## src/rtl/osb_pkg.sv

```systemverilog
package osb_pkg;

    localparam logic [15:0] CTL_ADDR = 16'hD180;

    typedef enum logic [1:0] {
        MAP_SRAM     = 2'd0,
        MAP_ROM_SOFT = 2'd1,
        MAP_ROM_FIRE = 2'd2
    } map_e;

    localparam int CTL_ROM_BIT = 6;
    localparam int CTL_OVR_BIT = 7;
    localparam int CTL_WEN_BIT = 5;

endpackage

```

## src/rtl/osb_ctrl_reg.sv

```systemverilog
module osb_ctrl_reg #(
    parameter int          WIDTH    = 8,
    parameter logic [15:0] REG_ADDR = 16'hD180
) (
    input  logic             phi2,
    input  logic             rst_n,
    input  logic [15:0]      cpu_addr,
    input  logic [WIDTH-1:0] cpu_data,
    input  logic             cpu_rw_n,
    output logic [WIDTH-1:0] ctl_q,
    output logic [WIDTH-1:0] ctl_d
);

    logic hit_wr;

    // Exact full-address match on a write cycle only.
    always_comb begin
        hit_wr = !cpu_rw_n && (cpu_addr == REG_ADDR);
        ctl_d  = hit_wr ? cpu_data : ctl_q;
    end

    always_ff @(negedge phi2 or negedge rst_n) begin
        if (!rst_n) begin
            ctl_q <= '0;
        end else begin
            ctl_q <= ctl_d;
        end
    end

endmodule

```

## src/rtl/osb_map_fsm.sv

```systemverilog
module osb_map_fsm
    import osb_pkg::*;
(
    input  logic phi2,
    input  logic rst_n,
    input  logic rom_bit_d,
    input  logic ovr_bit_d,
    input  logic fire_n,
    output map_e state,
    output logic rom_sel
);

    map_e state_nx;
    logic fire_live;

    always_comb begin
        fire_live = !fire_n && !ovr_bit_d;
        state_nx  = state;
        unique case (state)
            MAP_SRAM: begin
                if (rom_bit_d)      state_nx = MAP_ROM_SOFT;   // to_soft
                else if (fire_live) state_nx = MAP_ROM_FIRE;   // to_fire
                else                state_nx = MAP_SRAM;
            end
            MAP_ROM_SOFT: begin
                if (rom_bit_d)      state_nx = MAP_ROM_SOFT;
                else if (fire_live) state_nx = MAP_ROM_FIRE;   // to_fire
                else                state_nx = MAP_SRAM;       // to_sram
            end
            MAP_ROM_FIRE: begin
                if (rom_bit_d)      state_nx = MAP_ROM_SOFT;   // latch_rom
                else if (fire_live) state_nx = MAP_ROM_FIRE;
                else                state_nx = MAP_SRAM;       // to_sram
            end
            default:                state_nx = MAP_SRAM;
        endcase
    end

    always_ff @(negedge phi2 or negedge rst_n) begin
        if (!rst_n) begin
            state <= MAP_SRAM;
        end else begin
            state <= state_nx;
        end
    end

    always_comb begin
        unique case (state)
            MAP_ROM_SOFT: rom_sel = 1'b1;
            MAP_ROM_FIRE: rom_sel = 1'b1;
            default:      rom_sel = 1'b0;
        endcase
    end

endmodule

```

## src/rtl/osb_addr_decode.sv

```systemverilog
module osb_addr_decode (
    input  logic [15:0] cpu_addr,
    input  logic        cpu_rw_n,
    input  logic        phi2,
    input  logic        rom_sel,
    input  logic        wr_en,
    output logic        rom_cs_n,
    output logic        sram_cs_n,
    output logic        sram_we_n
);

    logic in_top, in_io, in_drv, os_area, sram_hit;

    always_comb begin
        in_top   = (cpu_addr[15:14] == 2'b11);
        in_io    = (cpu_addr[15:11] == 5'b11010);
        in_drv   = (cpu_addr[15:9]  == 7'b1101011);
        os_area  = in_top && !in_io;
        sram_hit = (os_area && !rom_sel) || in_drv;
        rom_cs_n = !(os_area && rom_sel);
        sram_cs_n = !sram_hit;
        sram_we_n = !(sram_hit && !cpu_rw_n && wr_en && phi2);
    end

endmodule

```

## src/rtl/osb_bank_ctrl.sv

```systemverilog
module osb_bank_ctrl
    import osb_pkg::*;
#(
    parameter int BANK_BITS = 3
) (
    input  logic                 phi2,
    input  logic                 rst_n,
    input  logic [15:0]          cpu_addr,
    input  logic [7:0]           cpu_data,
    input  logic                 cpu_rw_n,
    input  logic                 fire_n,
    output logic                 rom_cs_n,
    output logic                 sram_cs_n,
    output logic                 sram_we_n,
    output logic [BANK_BITS-1:0] sram_bank
);

    localparam int CTL_W = 8;

    logic [CTL_W-1:0] ctl_q;
    logic [CTL_W-1:0] ctl_d;
    map_e             map_state;
    logic             rom_sel;

    osb_ctrl_reg #(.WIDTH(CTL_W), .REG_ADDR(CTL_ADDR)) u_reg (
        .phi2     (phi2),
        .rst_n    (rst_n),
        .cpu_addr (cpu_addr),
        .cpu_data (cpu_data),
        .cpu_rw_n (cpu_rw_n),
        .ctl_q    (ctl_q),
        .ctl_d    (ctl_d)
    );

    osb_map_fsm u_fsm (
        .phi2      (phi2),
        .rst_n     (rst_n),
        .rom_bit_d (ctl_d[CTL_ROM_BIT]),
        .ovr_bit_d (ctl_d[CTL_OVR_BIT]),
        .fire_n    (fire_n),
        .state     (map_state),
        .rom_sel   (rom_sel)
    );

    osb_addr_decode u_dec (
        .cpu_addr  (cpu_addr),
        .cpu_rw_n  (cpu_rw_n),
        .phi2      (phi2),
        .rom_sel   (rom_sel),
        .wr_en     (ctl_q[CTL_WEN_BIT]),
        .rom_cs_n  (rom_cs_n),
        .sram_cs_n (sram_cs_n),
        .sram_we_n (sram_we_n)
    );

    assign sram_bank = ctl_q[BANK_BITS-1:0];

endmodule

```

## config.mk

```make
export PLATFORM = sky130hd
export DESIGN_NAME = osb_bank_ctrl
export DESIGN_NICKNAME = d
export VERILOG_FILES = /design/src/rtl/osb_pkg.sv /design/src/rtl/osb_ctrl_reg.sv /design/src/rtl/osb_map_fsm.sv /design/src/rtl/osb_addr_decode.sv /design/src/rtl/osb_bank_ctrl.sv
export SDC_FILE = /design/constraint.sdc
export NUM_CORES = 1
export LEC_CHECK = 0
export ABC_AREA = 1
export BUFFER_PORTS_ARGS = -buffer_cell sky130_fd_sc_hd__clkbuf_2
export CORE_MARGIN = 2
export CORE_UTILIZATION = 25
export DETAILED_ROUTE_END_ITERATION = 10
export GPL_TIMING_DRIVEN = 0
export SYNTH_ARGS = -nofsm -noshare
export SYNTH_HDL_FRONTEND = slang
export SYNTH_SLANG_ARGS = --single-unit
```

## constraint.sdc

```tcl
create_clock -name phi2 -period 1.1 [get_ports phi2]
set_clock_uncertainty 0.05 [all_clocks]
set_input_delay 0.055 -clock phi2 [delete_from_list [all_inputs] [get_ports phi2]]
set_output_delay 0.055 -clock phi2 [all_outputs]
set_load 0.02 [all_outputs]
```

---- Word level (Yosys, flattened, before mapping) ----
Index checks and enable logic that the tools add are counted.
word-level totals
  logic and storage cells ................. 34
  register bits after elaboration ......... 10
  input port bits ......................... 28
  output and inout port bits .............. 6
cells by class
  reduce and logical (&&, ||, !) cells .... 20
  muxes and demuxes ....................... 5
  eq/ne operators ......................... 6
operator list
  operator              count
  $eq 16x16->1 const B  1
  $logic_and 1x1->1     8
  $logic_not 1->1       8
  $mux 8                1
  $eq 7x7->1 const B    1
  $mux 2                3
  $eq 5x5->1 const B    1
  $eq 2x2->1 const B    2
  $reduce_or 3->1       1
  $eq 2x1->1 const B    1
  $logic_not 2->1       1
  $reduce_or 2->1       1
  $logic_or 1x1->1      1
  $mux 1                1

---- Depth between registers and ports, before layout ----
  word-level depth ........................ 10
  mapped depth ............................ 8
  gate-level depth less buffers ........... 8

---- Hierarchy ----
From an unflattened synthesis, not the netlist that was laid out.
second synthesis, totals
  cell total of the unflattened synthesis .. 77
  area total of the unflattened synthesis .. 605.6 um^2
by module, submodules not included
  module           cells each  seq. area each (um^2)  times used  area each (um^2)
  osb_ctrl_reg     49          200.2                  1           431.7
  osb_map_fsm      11          50.0                   1           92.6
  osb_addr_decode  17          0.0                    1           81.3

==> results.toml <==
[status]
outcome = "finished, violations left"
violations = "setup timing"

[die]
die_x_um = 48.5
ios = 34
start_util_pct = 25.8
die_h_um = 48.5
die-area_mm2 = 0.00235
core_area_mm2 = 0.00192
rows = 16

[power]
irDropWorstVdd_v = 0.000349
power.total_uw = 820
pwr_density_cell_mw_per_mm2 = 841
leakagePower_nw = 0.488

[grt]
grt_max_degree = 9
grt_pass1_wl_um = 2200
grt_overflow = 0
grt_usage_pct = 13.2
grt_pass1_vias = 587
antenna_found_initial = 0

[synthesis]
syn-instance-count = 61
synth_top_area_share_pct = 40.4
synth.net_count = 90
yosysTopAreaCell = "dfrtn_1"
synth_seq_area_share_pct = 40.4
synth_cell_types = 18
synth-seq-cells = 8
synth_area_leaders = "dfrtn_1 40%, inv_1 8.3%, nand2_1 6.8%, nand2_2 5.1%, buf_4 4.5%"
syn_avg_cell_area_um2 = 8.12
yosysWarningCount = 0
netlist_area_um2 = 495

[cells_and_area]
area_growth_pct = 96.7
drive_gt1_share_pct = 72.4
antenna_cells = 0
fin_nets = 136

[clocking]
clk_pin_slew_ns = 0.04
clock_latency_ns = 0.39
cts_tree = "yes"

[sta]
finalHoldViolations = 0
final_max_slew_viol_count = 0
worst_pin_slew_ns = 0.227
rsz0062_at_grt = "yes"
whs_ns = 0.311
max-slew-margin-rel_pct = 84.8
timing.final.ws_setup_ns = -0.987
finalSetupViolCount = 16

[setup_path]
path_delay_family = "flip-flops"
cp_max_fo = 2
regToRegEndpoint = "u_fsm.state[1]"
cp_num_buf_inv = 1
critical-path-max-stage-delay_ns = 0.43
slowest_stage = "dfrtn_1"
cp.arrival_ns = 1.98
cp-start-kind = "flip-flop"
rrSetupSlack_ns = 0.18
path_cells = "ha_4 > o21ai_2 > nand4_1 > clkbuf_8"
crit_path_end_kind = "output port"
critPathKind = "flip-flop to output port"
worstPathRequired_ns = 1.00
rr_startpoint = "u_fsm.state[0]"
rr_worst_depth = 4

[job]
maxCapViolCount = 0

[hold_path]
min_from = "cpu_data[5]"
min_to = "u_reg.ctl_q[5]"
min_path_cells = 3
hold_class = "primary input to flip-flop"

[route]
wl_per_cell_um = 10.4
first_pass_iters = 3
drt_iter0_markers = 1
via_count = 555
drc = 0
wirelength_um = 1380
ant_nets = 0
viasPerCell = 4.20

[placed_design]
hpwlAfterDp_um = 851
gp_congestion = 0.647
port_buffers = 31
layer usage:
layer,up-vias,GRT usage [%],routed length (um)
li1,277,-,-
met1,242,13.3,556
met2,31,19.4,667
met3,5,5.56,121
met4,0,14.8,29
met5,-,0,0
metrics by stage:
stage	cells	cell area, um^2	util, %	setup TNS, ns	worst slack (ns)
2_1_floorplan	61	524	-	-3.58	-0.551
3_3_place_gp	119	713	37.1	-5.96	-0.605
3_5_place_dp	119	713	37.1	-6.26	-0.612
4_1_cts	130	886	46.1	-5.15	-1.00
5_1_grt	132	975	50.7	-5.31	-1.06
6_report	132	975	50.7	-4.64	-0.987
how the worst max path moves through the flow:
stage / startpoint / endpoint / slack [ns] / cells after the start
finish: u_fsm.state[0] / sram_we_n / -0.99 / 4
global route: u_fsm.state[0] / sram_we_n / -1.06 / 4
CTS: u_fsm.state[0] / sram_we_n / -1.00 / 4
detailed placement: u_fsm.state[0] / sram_we_n / -0.61 / 4
global placement: u_fsm.state[0] / sram_we_n / -0.60 / 4
floorplan: u_fsm.state[0] / sram_we_n / -0.55 / 3
layout make-up:
class / instances / area (um^2)
fill: 204 / 947
sequential: 8 / 200
timing repair buffer: 38 / 299
buffer: 1 / 11.3
multi-input combinational: 40 / 323
tap: 27 / 33.8
inverter: 11 / 48.8
clock buffer: 7 / 58.8
state kept, by name, summed over array words and instances (netlist names):
signal and count:
u_reg.ctl_q 6, u_fsm.state 2
tightest hold or removal path: stages:
cell	delay [ns]
clkbuf_2	0.07
inv_1	0.04
o21ai_2	0.11
what timing repair did:
item,in CTS,in global routing
gates resized for setup,16,27
cloned,1,0
endpoints found under the setup margin,16,16
pin swaps,10,14
endpoints found under the hold margin,8,0
hold buffers,1,0
buffers inserted,4,3
cells by family (layout without fill, tap and decap cells):
logic type | count (synthesis) | after routing | share of synthesized area (%)
buffers and inverters | 14 | 57 | 12.9
DFF | 8 | 8 | 40.4
AOI/OAI and AO/OA | 7 | 7 | 7.57
adders and majority gates | 1 | 1 | 2.52
and+or+nand+nor | 31 | 32 | 36.6
cells in the mapped netlist:
| library cell | count |
|---|---|
| o21ai_0 | 1 |
| nand2_1 | 9 |
| o21ai_1 | 4 |
| and2_1 | 1 |
| nand3_4 | 1 |
| nand3_2 | 1 |
| nand4_1 | 3 |
| o21bai_1 | 1 |
| nand2_2 | 4 |
| a21oi_1 | 1 |
| nand3_1 | 2 |
| buf_4 | 3 |
| nor2_2 | 3 |
| inv_1 | 11 |
| ha_1 | 1 |
| dfrtn_1 | 8 |
| nor2_4 | 2 |
| nor2_1 | 5 |
power by group:
group,switching (mW),total (mW),internal (mW)
sequential,0.00138,0.300,0.298
combinational,0.0615,0.137,0.0750
clock,0.139,0.384,0.245
layout by cell type (no fill, tap or decap):
cell           netlist  layout
clkbuf_2             0      20
nand2_2              4       9
inv_1               11       8
buf_6                0       8
dfrtn_1              8       8
clkbuf_4             0       6
buf_4                3       5
nor2_4               2       4
o21ai_2              0       4
nor2_2               3       3
nor2_1               5       3
nand4_1              3       3
nand2_1              9       3
buf_8                0       3
clkbuf_8             0       3
inv_2                0       2
nand3_2              1       2
nand3_4              1       2
inv_8                0       1
and2_4               0       1
nand2_4              0       1
a21oi_2              0       1
o21bai_1             1       1
nand3_1              2       1
o21ai_1              4       1
ha_4                 0       1
dlygate4sd3_1        0       1
Note: power is estimated with default switching activity, not from simulation.
